### config.mk
export PLATFORM = sky130hd
export DESIGN_NAME = dma_irq_ctrl
export DESIGN_NICKNAME = d
export VERILOG_FILES = /design/src/rtl/dma_irq_pkg.sv /design/src/rtl/dma_irq_flags.sv /design/src/rtl/dma_irq_mask.sv /design/src/rtl/dma_irq_donecnt.sv /design/src/rtl/dma_irq_ctrl.sv
export SDC_FILE = /design/constraint.sdc
export NUM_CORES = 1
export LEC_CHECK = 0
export ABC_AREA = 1
export ABC_CLOCK_PERIOD_IN_PS = 970
export BUFFER_PORTS_ARGS = -buffer_cell sky130_fd_sc_hd__clkbuf_2
export CAP_MARGIN = 20
export CORE_AREA = 2 2 54 56
export CTS_CLUSTER_DIAMETER = 150
export CTS_CLUSTER_SIZE = 8
export DETAILED_ROUTE_END_ITERATION = 16
export DIE_AREA = 0 0 56 58
export PLACE_DENSITY = 0.81
export SYNTH_ARGS = -nofsm -noshare
export SYNTH_HDL_FRONTEND = slang
export SYNTH_SLANG_ARGS = --single-unit
### constraint.sdc
create_clock -name clk -period 0.97 [get_ports clk]
set_input_delay 0.0485 -clock clk [delete_from_list [all_inputs] [get_ports clk]]
set_output_delay 0.0485 -clock clk [all_outputs]
set_load 0.05 [all_outputs]
### src/rtl/dma_irq_pkg.sv
package dma_irq_pkg;
  localparam int unsigned NUM_SRC  = 8;
  localparam int unsigned CNT_W    = 3;
  localparam int unsigned WORD_W   = 32;
  localparam int unsigned DONE_BIT = 1;
  localparam int unsigned CNT_LSB  = 13;
  localparam int unsigned CNT_MSB  = CNT_LSB + CNT_W - 1;
endpackage

### src/rtl/dma_irq_flags.sv
module dma_irq_flags #(
  parameter int unsigned N        = 8,
  parameter int unsigned DONE_IDX = 1
) (
  input  logic         clk,
  input  logic         rst_n,
  input  logic [N-1:0] evt_i,
  input  logic         clr_we_i,
  input  logic [N-1:0] clr_bits_i,
  output logic [N-1:0] flags_o,
  output logic         done_ack_o
);
  logic [N-1:0] flag_q;

  for (genvar i = 0; i < N; i++) begin : g_flag
    always_ff @(posedge clk or negedge rst_n) begin
      if (!rst_n)                          flag_q[i] <= 1'b0;
      else if (evt_i[i])                   flag_q[i] <= 1'b1;
      else if (clr_we_i && clr_bits_i[i])  flag_q[i] <= 1'b0;
    end

    AST_FLAG_STICKY: assert property (@(posedge clk) disable iff (!rst_n)
      (flag_q[i] && !(clr_we_i && clr_bits_i[i])) |=> flag_q[i]);
    AST_EVT_WINS: assert property (@(posedge clk) disable iff (!rst_n)
      evt_i[i] |=> flag_q[i]);
  end

  assign flags_o    = flag_q;
  assign done_ack_o = flag_q[DONE_IDX] && clr_we_i && clr_bits_i[DONE_IDX] && !evt_i[DONE_IDX];
endmodule

### src/rtl/dma_irq_mask.sv
module dma_irq_mask #(
  parameter int unsigned N = 8
) (
  input  logic         clk,
  input  logic         rst_n,
  input  logic         en_we_i,
  input  logic         dis_we_i,
  input  logic [N-1:0] bits_i,
  output logic [N-1:0] mask_o
);
  logic [N-1:0] mask_q;
  logic [N-1:0] en_sel, dis_sel;

  assign en_sel  = en_we_i  ? bits_i : '0;
  assign dis_sel = dis_we_i ? bits_i : '0;

  always_ff @(posedge clk or negedge rst_n) begin
    if (!rst_n) mask_q <= '1;
    else        mask_q <= (mask_q & ~en_sel) | dis_sel;
  end

  assign mask_o = mask_q;

  AST_MASK_HOLD: assert property (@(posedge clk) disable iff (!rst_n)
    (!en_we_i && !dis_we_i) |=> $stable(mask_q));

  for (genvar i = 0; i < N; i++) begin : g_chk
    AST_MASK_EN: assert property (@(posedge clk) disable iff (!rst_n)
      (en_we_i && bits_i[i] && !dis_we_i) |=> !mask_q[i]);
    AST_MASK_DIS: assert property (@(posedge clk) disable iff (!rst_n)
      (dis_we_i && bits_i[i]) |=> mask_q[i]);
  end
endmodule

### src/rtl/dma_irq_donecnt.sv
module dma_irq_donecnt #(
  parameter int unsigned W = 3
) (
  input  logic         clk,
  input  logic         rst_n,
  input  logic         inc_i,
  input  logic         dec_i,
  input  logic         clr_we_i,
  input  logic [W-1:0] clr_bits_i,
  output logic [W-1:0] cnt_o
);
  logic [W-1:0] cnt_q, cnt_arith, clr_sel;

  always_comb begin
    cnt_arith = cnt_q;
    if (inc_i && !dec_i)      cnt_arith = cnt_q + W'(1);
    else if (dec_i && !inc_i) cnt_arith = cnt_q - W'(1);
  end

  assign clr_sel = clr_we_i ? clr_bits_i : '0;

  always_ff @(posedge clk or negedge rst_n) begin
    if (!rst_n) cnt_q <= '0;
    else        cnt_q <= cnt_arith & ~clr_sel;
  end

  assign cnt_o = cnt_q;

  AST_CNT_INC: assert property (@(posedge clk) disable iff (!rst_n)
    (inc_i && !dec_i && !(clr_we_i && |clr_bits_i)) |=> (cnt_q == $past(cnt_q) + W'(1)));
  AST_CNT_DEC: assert property (@(posedge clk) disable iff (!rst_n)
    (dec_i && !inc_i && !(clr_we_i && |clr_bits_i)) |=> (cnt_q == $past(cnt_q) - W'(1)));
endmodule

### src/rtl/dma_irq_ctrl.sv
module dma_irq_ctrl
  import dma_irq_pkg::*;
(
  input  logic                clk,
  input  logic                rst_n,
  input  logic [NUM_SRC-1:0]  evt_i,
  input  logic                flag_clr_we_i,
  input  logic                mask_en_we_i,
  input  logic                mask_dis_we_i,
  input  logic                status_we_i,
  input  logic [WORD_W-1:0]   wdata_i,
  output logic [NUM_SRC-1:0]  flags_o,
  output logic [NUM_SRC-1:0]  mask_o,
  output logic [CNT_W-1:0]    done_cnt_o,
  output logic                irq_o
);
  logic done_ack;

  dma_irq_flags #(.N(NUM_SRC), .DONE_IDX(DONE_BIT)) u_flags (
    .clk        (clk),
    .rst_n      (rst_n),
    .evt_i      (evt_i),
    .clr_we_i   (flag_clr_we_i),
    .clr_bits_i (wdata_i[NUM_SRC-1:0]),
    .flags_o    (flags_o),
    .done_ack_o (done_ack)
  );

  dma_irq_mask #(.N(NUM_SRC)) u_mask (
    .clk      (clk),
    .rst_n    (rst_n),
    .en_we_i  (mask_en_we_i),
    .dis_we_i (mask_dis_we_i),
    .bits_i   (wdata_i[NUM_SRC-1:0]),
    .mask_o   (mask_o)
  );

  dma_irq_donecnt #(.W(CNT_W)) u_cnt (
    .clk        (clk),
    .rst_n      (rst_n),
    .inc_i      (evt_i[DONE_BIT]),
    .dec_i      (done_ack),
    .clr_we_i   (status_we_i),
    .clr_bits_i (wdata_i[CNT_MSB:CNT_LSB]),
    .cnt_o      (done_cnt_o)
  );

  assign irq_o = |(flags_o & ~mask_o);

  AST_IRQ_MASKED: assert property (@(posedge clk) disable iff (!rst_n)
    (mask_o == '1) |-> !irq_o);
  AST_IRQ_IDLE: assert property (@(posedge clk) disable iff (!rst_n)
    (flags_o == '0) |-> !irq_o);
endmodule

# Word level (Yosys, flattened, before mapping)

Index checks and enable logic that the tools add are counted.

Flip-flop bits (word level): 19
Output and inout bits: 20

Add/sub/neg operators: 2
Muxes and demuxes: 21
Reductions and logical operators: 24
Bitwise logic cells: 7

Operators by type and width:

| operator                                         | count |
|---|---|
| bitwise AND 8 bit                                | 2 |
| two-way mux 1 bit                                | 16 |
| two-way mux 8 bit                                | 2 |
| inverter 8 bit                                   | 2 |
| nonzero test 2 bit                               | 8 |
| logical AND 1 bit                                | 13 |
| two-way mux 3 bit                                | 3 |
| OR 8 bit                                         | 1 |
| OR reduction 8 bit                               | 1 |
| adder 3 x 1 -> 3 bit, second input constant      | 1 |
| bitwise AND 3 bit                                | 1 |
| inverter 3 bit                                   | 1 |
| subtractor 3 x 1 -> 3 bit, second input constant | 1 |
| logical NOT 1 bit                                | 2 |

# Depth between registers and ports, before layout

Gate-level depths: netlist of run 1.

Depth in word-level cells: 7
Gate-level depth with buffers: 7
Depth with buffers taken out: 7

# Modules after synthesis

A second synthesis of run 1 with hierarchy kept.

Cell total of the unflattened synthesis: 143
Area total of the unflattened synthesis: 1002.2 sq um

By module, submodules not included:

| module          | area an instance (sq um) | seq. area each (sq um) | cells each | instances |
|---|---|---|---|---|
| dma_irq_mask    | 340.3                    | 210.2                  | 42         | 1 |
| dma_irq_flags   | 332.8                    | 200.2                  | 43         | 1 |
| dma_irq_donecnt | 242.7                    | 75.1                   | 35         | 1 |
| dma_irq_ctrl    | 86.3                     | 0.0                    | 23         | 1 |

# Worst setup path before layout of run 1

OpenSTA, ideal clock, no wires.

Kind: flip-flop to flip-flop
Start point: register u_cnt.cnt_q[0] (netlist: u_cnt.cnt_o[0])
End point: register u_cnt.cnt_q[1] (netlist: u_cnt.cnt_o[1])
Arrival time: 1283 ps
Data required time: 853 ps
Buffers on the path: 0
Library setup time: 117 ps
Setup slack: -430 ps
Stages on the path, launching flop included: 7
Clock period less this slack: 1400 ps
Cells stage by stage: dfrtp_1 > inv_1 > ha_1 > nor2_1 > a21oi_1 > o21ai_1 > inv_1

Longest elaborated chain between the ends: 4

Ends and longest elaborated chain:

| element                   | line                  | RTL |
|---|---|---|
| start: declaration        | dma_irq_donecnt.sv:12 | `logic [W-1:0] cnt_q, cnt_arith, clr_sel;` |
| start signal: assignment  | dma_irq_donecnt.sv:24 | `else cnt_q <= cnt_arith & ~clr_sel;` |
| subtractor 3 x 1 -> 3 bit | dma_irq_donecnt.sv:17 | `else if (dec_i && !inc_i) cnt_arith = cnt_q - W'(1);` |
| two-way mux 3 bit         | dma_irq_donecnt.sv:17 |  |
| two-way mux 3 bit (*)     | dma_irq_donecnt.sv:16 | `if (inc_i && !dec_i) cnt_arith = cnt_q + W'(1);` |
| bitwise AND 3 bit (*)     | dma_irq_donecnt.sv:24 |  |

Mark *: on every way between the ends. The rest lies on a longest branch, timed or not.
A chain may end at the register's enable or synchronous reset.

# Final worst setup path of run 1

Start point: register u_mask.mask_q[1] (netlist: u_mask.mask_o[1])
End point: output irq_o

Longest elaborated chain between the ends: 3

Ends and longest elaborated chain:

| element                  | line               | RTL |
|---|---|---|
| start: declaration       | dma_irq_mask.sv:11 | `logic [N-1:0] mask_q;` |
| start signal: assignment | dma_irq_mask.sv:19 | `else mask_q <= (mask_q & ~en_sel) \| dis_sel;` |
| inverter 8 bit           | dma_irq_ctrl.sv:48 | `assign irq_o = \|(flags_o & ~mask_o);` |
| bitwise AND 8 bit        | dma_irq_ctrl.sv:48 |  |
| OR reduction 8 bit       | dma_irq_ctrl.sv:48 |  |
| end: declaration         | dma_irq_ctrl.sv:15 | `output logic irq_o` |

No other way between the ends.

==> results of run 1 <==
[power by group]
group / total [mW] / switching, mW / internal [mW]
Combinational: 1.41 / 0.685 / 0.728
Sequential: 0.997 / 0.0817 / 0.915
Clock: 0.400 / 0.240 / 0.160
Total: 2.81 / 1.01 / 1.80
[registers in the layout, summed over array words and instances, names as in the netlist]
name,cells
u_mask.mask_o,8
u_flags.flags_o,8
u_cnt.cnt_o,3
[layer usage]
layer,part of all wire [%],GRT usage (%),vias up
met2,57,35.6,41
met3,5.8,4.69,8
met5,0,0,-
li1,-,-,495
met1,36,21.5,478
met4,1.6,4.42,0
[timing repair]
item | CTS | global route
setup buffers | 1 | 8
setup endpoints to repair | 22 | 26
resized for setup | 67 | 29
hold buffers | 17 | 0
pin swaps | 5 | 9
endpoints found under the hold margin | 26 | 0
[metrics by stage]
step | setup slack [ps] | instance area [sq um] | hold slack (ps)
4_1_cts | -387 | 1870 | 2.83
2_1_floorplan | -244 | 938 | -247
3_5_place_dp | -121 | 1300 | 28.5
5_1_grt | -446 | 1960 | 41.0
6_report | -380 | 1960 | 24.4
3_3_place_gp | -96.7 | 1300 | 23.3
[area by class of cell]
type | count | area (sq um) | area share (%)
flip-flops and latches | 19 | 498 | 25.4
repair buffers | 81 | 915 | 46.6
clock buffers | 4 | 26.3 | 1.34
inverters | 22 | 82.6 | 4.21
well taps | 31 | 38.8 | 1.98
multi-input cells | 60 | 402 | 20.5
[worst max-delay path by stage]
stage / slack (ps) / cells after the start / endpoint
floorplan: -240 / 5 / u_cnt.cnt_o[1]
global placement: -100 / 4 / irq_o
detailed placement: -120 / 6 / u_cnt.cnt_o[1]
CTS: -390 / 4 / irq_o
global route: -450 / 4 / irq_o
finish: -380 / 4 / irq_o
[placed cells by master (no fill, tap or decap), types with 2 or more instances in the layout]
master and n:
clkbuf_2 24, dlygate4sd3_1 17, inv_2 9, a21oi_2 2
o21ai_2 3, clkbuf_16 13, buf_8 4, o21ai_1 7
dfrtp_2 10, buf_6 16, clkbuf_4 3, o22ai_1 2
inv_1 13, dfstp_2 8, nand2_1 8, o22ai_2 2
a21oi_1 7, nand2_2 4, nor2_1 3, o21ai_0 10
or2_4 7, buf_4 6
[cells in the mapped netlist (all sizes together)]
library cell,n
or2,7
nor2,5
inv,22
nand3,1
nand2,12
o22ai,4
dfrtp,11
a21oi,9
buf,1
o21ai,20
ha,2
dfstp,8
[worst reg2reg max path, cell delays in order (launching register included)]
cell	delay, ps
dfrtp_2	440
inv_2	80
ha_4	220
nor2_4	100
a21oi_2	40
o21ai_1	80
inv_1	60
[cells by family (layout without fill, tap and decap cells)]
logic type,after synthesis,in the layout,synth area share [%]
fa+ha+maj,2,2,2.77
flops,19,19,53.7
simple gates,25,25,13.9
compound gates,33,33,19.3
buf+inv,23,107,10.4
==> results.sh, run 1 <==
export IMPL_status="complete, but fails checks"
export IMPL_violations="negative setup slack"
export IMPL_dp_hpwl_mm=1.70
export IMPL_hold_viol=0
export IMPL_ys_ff_latch=19
export IMPL_yosys_warnings=0
export IMPL_crit_path_start="u_mask.mask_o[1]"
export IMPL_holdPathEnd="u_cnt.cnt_o[1]"
export IMPL_syn_avg_cell_area_sq_um=8.86
export IMPL_cp_start_kind="flip-flop"
export IMPL_max_cap_violations=0
export IMPL_crit_fanout=2
export IMPL_cts_num_sinks=19
export IMPL_clkTransAtPathRegs_ps=100
export IMPL_antenna_cells=0
export IMPL_cts_buffer_depth=2
export IMPL_critPathKind="flip-flop to primary output"
export IMPL_min_path_type="primary input to flip-flop"
export IMPL_r2r_end="u_cnt.cnt_o[1]"
export IMPL_portBuffers=44
export IMPL_drt_total_wl_mm=3.06
export IMPL_max_stage_delay_ps=550
export IMPL_clock_latency_ps=290
export IMPL_synth_top_area_share_pct=30.5
export IMPL_wl_per_cell_um=14.1
export IMPL_hp_start="evt_i[1]"
export IMPL_finalSetupViolations=17
export IMPL_dpl_cell_count=191
export IMPL_ys_seq_area_share_pct=53.7
export IMPL_slew_headroom_pct=67.5
export IMPL_tightest_slew_ps=487
export IMPL_period_needed_ps=1350
export IMPL_core_area_sq_mm=0.00266
export IMPL_synth_fp_nets=150
export IMPL_reg2reg_slack_ps=-150
export IMPL_cp_slowest_cell="dfstp_2"
export IMPL_ant_nets=0
export IMPL_dieArea_sq_mm=0.00325
export IMPL_grt_pass1_wl_mm=4.76
export IMPL_io_pins=66
export IMPL_final_util_pct=73.7
export IMPL_synth_top_area_cell="dfrtp_1"
export IMPL_drtPass1Iterations=4
export IMPL_nets=235
export IMPL_avgViaCountPerCell=4.71
export IMPL_vias=1022
export IMPL_dieHeight_um=58
export IMPL_finalCritPeriodShare_pct=139
export IMPL_fin_ws_ps=-380
export IMPL_power_total_mw=2.81
export IMPL_vdd_drop_max_uv=1250
export IMPL_final_cells=217
export IMPL_cts_tree="built"
export IMPL_cts_root_buf="clkbuf_4"
export IMPL_initial_core_util_pct=33.9
export IMPL_crit_chain="o22ai_1 -> nor2_1 -> nand2_2 -> clkbuf_16"
export IMPL_grt_pass1_vias=1046
export IMPL_die_x_um=56
export IMPL_num_rows=19
export IMPL_holdPathStages=3
export IMPL_numCtsBuffers=3
export IMPL_rsz0062_at_grt="yes"
export IMPL_maxSlewViolCount=0
export IMPL_clock_fmax_mhz=740
export IMPL_synthCells=102
export IMPL_area_growth_pct=117
export IMPL_skew_ps=5.85
export IMPL_drt_initial_drc_count=25
export IMPL_leakage_nw=0.969
export IMPL_ys_types=14
export IMPL_crit_path_end_kind="primary output"
export IMPL_cts_max_level=1
export IMPL_layout_drive_gt1_share_pct=62.4
export IMPL_synthTopCellsByArea="dfrtp_1, dfstp_2, o21ai_0, inv_1, a21oi_1"
export IMPL_grt_usage_pct=18.9
export IMPL_rr_worst_depth=6
export IMPL_power_density_mw_per_mm2=1430
export IMPL_arrival_ps=1300
export IMPL_r2r_start="u_cnt.cnt_o[1]"
export IMPL_cp_required_ps=920
export IMPL_fin_tns_setup_ps=-2750
export IMPL_antenna_found_initial=0
export IMPL_cp_top_family="flip-flops"
export IMPL_drc_errors=0
export IMPL_overflow=0
export IMPL_grt_start_max_net_pins=20
export IMPL_syn_area_sq_um=903
export IMPL_cp_num_buf_inv=1
export IMPL_fillers=185
export IMPL_globalplace_congestion=0.738
(Power assumes the default switching activity.)
==> inputs of run 2 (changes only) <==
PLACE_DENSITY = 0.72   (was 0.81)
==> run 2 against run 1 <==
The run still ends with negative setup slack left; routed wire length is 2.5% lower; clock-buffer cell count is 1 lower; core utilization is 2.6 points higher; via count is 2.1% higher; die area stayed put; critical path type unchanged; non-clock buffer count is 8 higher; clock skew is 0.74 ps higher.
==> results.sh, run 2 (synthesis results as in run 1) <==
export IMPL_avgViaCountPerCell=4.64
export IMPL_cp_num_buf_inv=1
export IMPL_dp_slack_ps=-156
export IMPL_core_area_sq_mm=0.00266
export IMPL_final_util_pct=76.3
export IMPL_grt_usage_pct=19.3
export IMPL_tightest_slew_ps=494
export IMPL_drtPass1Iterations=4
export IMPL_fin_tns_setup_ps=-3170
export IMPL_clock_fmax_mhz=732
export IMPL_layout_drive_gt1_share_pct=63.9
export IMPL_skew_ps=6.59
export IMPL_cts_tree="built"
export IMPL_cp_start_kind="flip-flop"
export IMPL_ant_nets=0
export IMPL_cts_root_buf="clkbuf_4"
export IMPL_final_common_cell="clkbuf_2"
export IMPL_status="complete, but fails checks"
export IMPL_antenna_found_initial=0
export IMPL_hold_slack_ps=40.8
export IMPL_cts_max_level=1
export IMPL_initial_core_util_pct=33.9
export IMPL_die_x_um=56
export IMPL_numCtsBuffers=3
export IMPL_cts_num_sinks=19
export IMPL_stdcell_area_sq_mm=0.00203
export IMPL_slew_headroom_pct=67.1
export IMPL_maxSlewViolCount=0
export IMPL_area_growth_pct=125
export IMPL_min_path_type="primary input to flip-flop"
export IMPL_finalSetupViolations=17
export IMPL_num_rows=19
export IMPL_rr_worst_depth=6
export IMPL_place_area_sq_mm=0.00134
export IMPL_cts_buffer_depth=2
export IMPL_cp_num_cells=4
export IMPL_clock_latency_ps=300
export IMPL_grt_pass1_wl_mm=4.76
export IMPL_portBuffers=44
export IMPL_clkTransAtPathRegs_ps=120
export IMPL_power_total_mw=2.87
export IMPL_fin_ws_ps=-397
export IMPL_hold_viol=0
export IMPL_final_cells=225
export IMPL_cp_slowest_cell="dfstp_2"
export IMPL_dieHeight_um=58
export IMPL_max_cap_violations=0
export IMPL_wl_per_cell_um=13.2
export IMPL_rsz0062_at_grt="yes"
export IMPL_power_density_mw_per_mm2=1410
export IMPL_mostFrequentLayoutCells="clkbuf_2, dlygate4sd3_1, buf_6"
export IMPL_crit_chain="o22ai_2 -> nor2_2 -> nand2_2 -> buf_8"
export IMPL_cp_required_ps=920
export IMPL_max_stage_delay_ps=570
export IMPL_holdPathStages=4
export IMPL_vias=1043
export IMPL_drt_initial_drc_count=8
export IMPL_crit_path_end_kind="primary output"
export IMPL_violations="negative setup slack"
export IMPL_grt_start_max_net_pins=20
export IMPL_cp_top_family="flip-flops"
export IMPL_dpl_cell_count=196
export IMPL_overflow=0
export IMPL_drt_total_wl_mm=2.98
export IMPL_antenna_cells=0
export IMPL_finalCritPeriodShare_pct=141
export IMPL_drc_errors=0
export IMPL_crit_fanout=2
export IMPL_dieArea_sq_mm=0.00325
export IMPL_vdd_drop_max_uv=1480
export IMPL_critPathKind="flip-flop to primary output"
export IMPL_grt_pass1_vias=1096
export IMPL_period_needed_ps=1370
export IMPL_nets=243
export IMPL_leakage_nw=1.01
export IMPL_arrival_ps=1320
export IMPL_io_pins=66
export IMPL_dp_hpwl_mm=1.77
export IMPL_globalplace_congestion=0.722
run 2: area by class of cell:
class                   count  area [sq um]
clock buffers               3          22.5
clock inverters             1          5.00
fillers                   172           631
inverters                  22          82.6
multi-input cells          60           413
flip-flops and latches     19           498
well taps                  31          38.8
repair buffers             89           972
run 2: routing by layer:
metal  up-vias  global-route usage [%]  wire length, um
met5         -                       0                0
met4         0                    7.48              110
met3        10                    3.13              145
met2        39                    37.6             1640
met1       481                    20.7             1080
li1        513                       -                -
run 2: timing repair:
action	CTS	global route
hold endpoints to repair	29	0
resized for setup	70	30
hold buffers	19	0
pin swaps	5	8
setup buffers	2	8
endpoints found under the setup margin	23	26
run 2: final timing paths:
| check | start | endpoint | slack (ps) |
|---|---|---|---|
| max | u_mask.mask_o[4] | irq_o | -400 |
| min | status_we_i | u_cnt.cnt_o[2] | 40 |
| max reg2reg | u_cnt.cnt_o[0] | u_cnt.cnt_o[1] | -170 |
| min reg2reg | u_mask.mask_o[3] | u_mask.mask_o[3] | 630 |
| max in group asynchronous | rst_n | u_cnt.cnt_o[0] | 370 |
| min in group asynchronous | rst_n | u_flags.flags_o[7] | 230 |
run 2: power breakdown:
part | total (mW) | internal [mW] | switching (mW)
Clock | 0.421 | 0.154 | 0.267
Combinational | 1.45 | 0.760 | 0.687
Sequential | 1.00 | 0.915 | 0.0856
run 2: worst register-to-register path, delay by kind of cell, from the launching register on:
kind            cells  cell delay, ps
buf+inv             2             140
compound gates      2             140
simple gates        1             100
flops               1             450
fa+ha+maj           1             210
==> inputs of run 3 (changes only) <==
CELL_PAD_IN_SITES_DETAIL_PLACEMENT = 1   (was unset)
CELL_PAD_IN_SITES_GLOBAL_PLACEMENT = 1   (was unset)
CORE_AREA = 4 4 67 69   (was 2 2 54 56)
DIE_AREA = 0 0 71 73   (was 0 0 56 58)
GPL_TIMING_DRIVEN = 0   (was unset)
PLACE_DENSITY = unset   (was 0.72)
PLACE_DENSITY_LB_ADDON = 0.1   (was unset)
==> run 3 against run 2 <==
Register-to-register slack better by 50 ps; non-clock buffer count down 27; the run still ends with negative setup slack left; routed wire length down 5.9%; largest cell class unchanged; critical endpoint unchanged.
==> results.sh, run 3 (synthesis results as in run 1) <==
export IMPL_status="complete, but fails checks"
export IMPL_violations="negative setup slack"
export IMPL_antenna_found_initial=0
export IMPL_drt_initial_drc_count=34
export IMPL_drc_errors=0
export IMPL_final_util_pct=41.6
export IMPL_io_pins=66
export IMPL_cp_slowest_cell="dfstp_2"
export IMPL_crit_path_start="u_mask.mask_o[1]"
export IMPL_core_area_sq_mm=0.00391
export IMPL_vias=921
export IMPL_power_total_mw=2.63
export IMPL_layout_drive_gt1_share_pct=61.7
export IMPL_period_needed_ps=1300
export IMPL_grt_pass1_wl_mm=4.51
export IMPL_initial_core_util_pct=23.1
export IMPL_nets=216
export IMPL_clock_fmax_mhz=768
export IMPL_grt_usage_pct=11.1
export IMPL_place_area_sq_mm=0.00122
export IMPL_min_path_type="primary input to flip-flop"
export IMPL_tightest_slew_ps=511
export IMPL_clock_latency_ps=250
export IMPL_vdd_drop_max_uv=617
export IMPL_finalSetupViolations=14
export IMPL_cts_root_buf="clkbuf_8"
export IMPL_cts_buffer_depth=2
export IMPL_r2r_start="u_cnt.cnt_o[0]"
export IMPL_portBuffers=43
export IMPL_stdcell_area_sq_mm=0.00163
export IMPL_maxSlewViolCount=0
export IMPL_crit_fanout=3
export IMPL_dieArea_sq_mm=0.00518
export IMPL_slew_headroom_pct=65.9
export IMPL_max_cap_violations=0
export IMPL_num_rows=23
export IMPL_drtPass1Iterations=2
export IMPL_grt_pass1_vias=987
export IMPL_cts_num_sinks=19
export IMPL_arrival_ps=1250
export IMPL_dp_slack_ps=-165
export IMPL_leakage_nw=0.799
export IMPL_grt_start_max_net_pins=20
export IMPL_power_density_mw_per_mm2=1620
export IMPL_crit_chain="o22ai_2 -> nor2_1 -> nand2_2 -> clkbuf_16"
export IMPL_dp_hpwl_mm=2.01
export IMPL_dieHeight_um=73
export IMPL_crit_path_end_kind="primary output"
export IMPL_skew_ps=2.11
export IMPL_fin_ws_ps=-331
export IMPL_hp_start="wdata_i[5]"
export IMPL_ant_nets=0
export IMPL_cp_required_ps=920
export IMPL_cp_start_kind="flip-flop"
export IMPL_rsz0062_at_grt="yes"
export IMPL_avgViaCountPerCell=4.24
export IMPL_antenna_cells=0
export IMPL_overflow=0
export IMPL_final_common_cell="clkbuf_2"
export IMPL_mostFrequentLayoutCells="clkbuf_2, o21ai_0, inv_1"
export IMPL_clkTransAtPathRegs_ps=70
export IMPL_fin_tns_setup_ps=-1480
export IMPL_drt_total_wl_mm=2.80
export IMPL_cts_tree="built"
export IMPL_cts_max_level=1
export IMPL_finalCritPeriodShare_pct=134
export IMPL_critPathKind="flip-flop to primary output"
export IMPL_max_stage_delay_ps=560
export IMPL_hold_viol=0
export IMPL_area_growth_pct=80.2
export IMPL_wl_per_cell_um=12.9
export IMPL_die_x_um=71
export IMPL_numCtsBuffers=3
export IMPL_globalplace_congestion=0.754
## run 3: cell count changes in the layout (fill, tap and decap cells not counted), sizes merged
cell,previous run,this run
buf,35,25
clkbuf,38,33
clkinv,1,0
dlygate4sd3,19,8
## run 3: final cells by class
cell class / instances / area, sq um
buffer: 1 / 11.3
multi-input combinational: 60 / 389
inverter: 22 / 82.6
tap: 50 / 62.6
timing repair buffer: 61 / 539
clock buffer: 4 / 45.0
sequential: 19 / 498
fill: 493 / 2290
## run 3: metrics by stage
stage	std cells	hold slack, ps
after CTS	210	6.79
final	217	4.52
after global placement	195	43.7
after detailed placement	195	59.6
after floorplan	102	-247
after global routing	217	22.1
## run 3: report_power, final
| part | switching [mW] | leakage (nW) | internal [mW] |
|---|---|---|---|
| clock | 0.263 | 0.0228 | 0.291 |
| combinational | 0.599 | 0.582 | 0.483 |
| sequential | 0.0827 | 0.194 | 0.916 |
| total | 0.945 | 0.799 | 1.69 |
## run 3: path summary, 6_finish.rpt
kind	to	slack, ps	depth (start not counted)
min in group asynchronous	u_flags.flags_o[3]	300	2
max in group asynchronous	u_cnt.cnt_o[1]	310	2
setup / recovery	irq_o	-330	4
hold reg to reg	u_mask.mask_o[2]	520	2
hold / removal	u_mask.mask_o[5]	5	3
setup reg to reg	u_cnt.cnt_o[2]	-120	7
## run 3: what timing repair did
action | CTS | global route
gates cloned | 0 | 0
endpoints found under the hold margin | 18 | 0
gates resized for setup | 30 | 33
pin swaps | 4 | 6
setup endpoints to repair | 15 | 24
buffers inserted | 3 | 8
hold buffers | 8 | 0
## run 3: worst max-delay path, delay by kind of cell, from the launching register on
family / cells / cell delay (ps)
flops: 1 / 560
simple gates: 2 / 210
buf+inv: 1 / 170
compound gates: 1 / 80
## run 3: routing by layer
metal	share of wire (%)	global-route usage (%)
met1	39	12.3
met2	53	20.6
met3	6.9	3.03
met4	0.71	3.13
met5	0	0
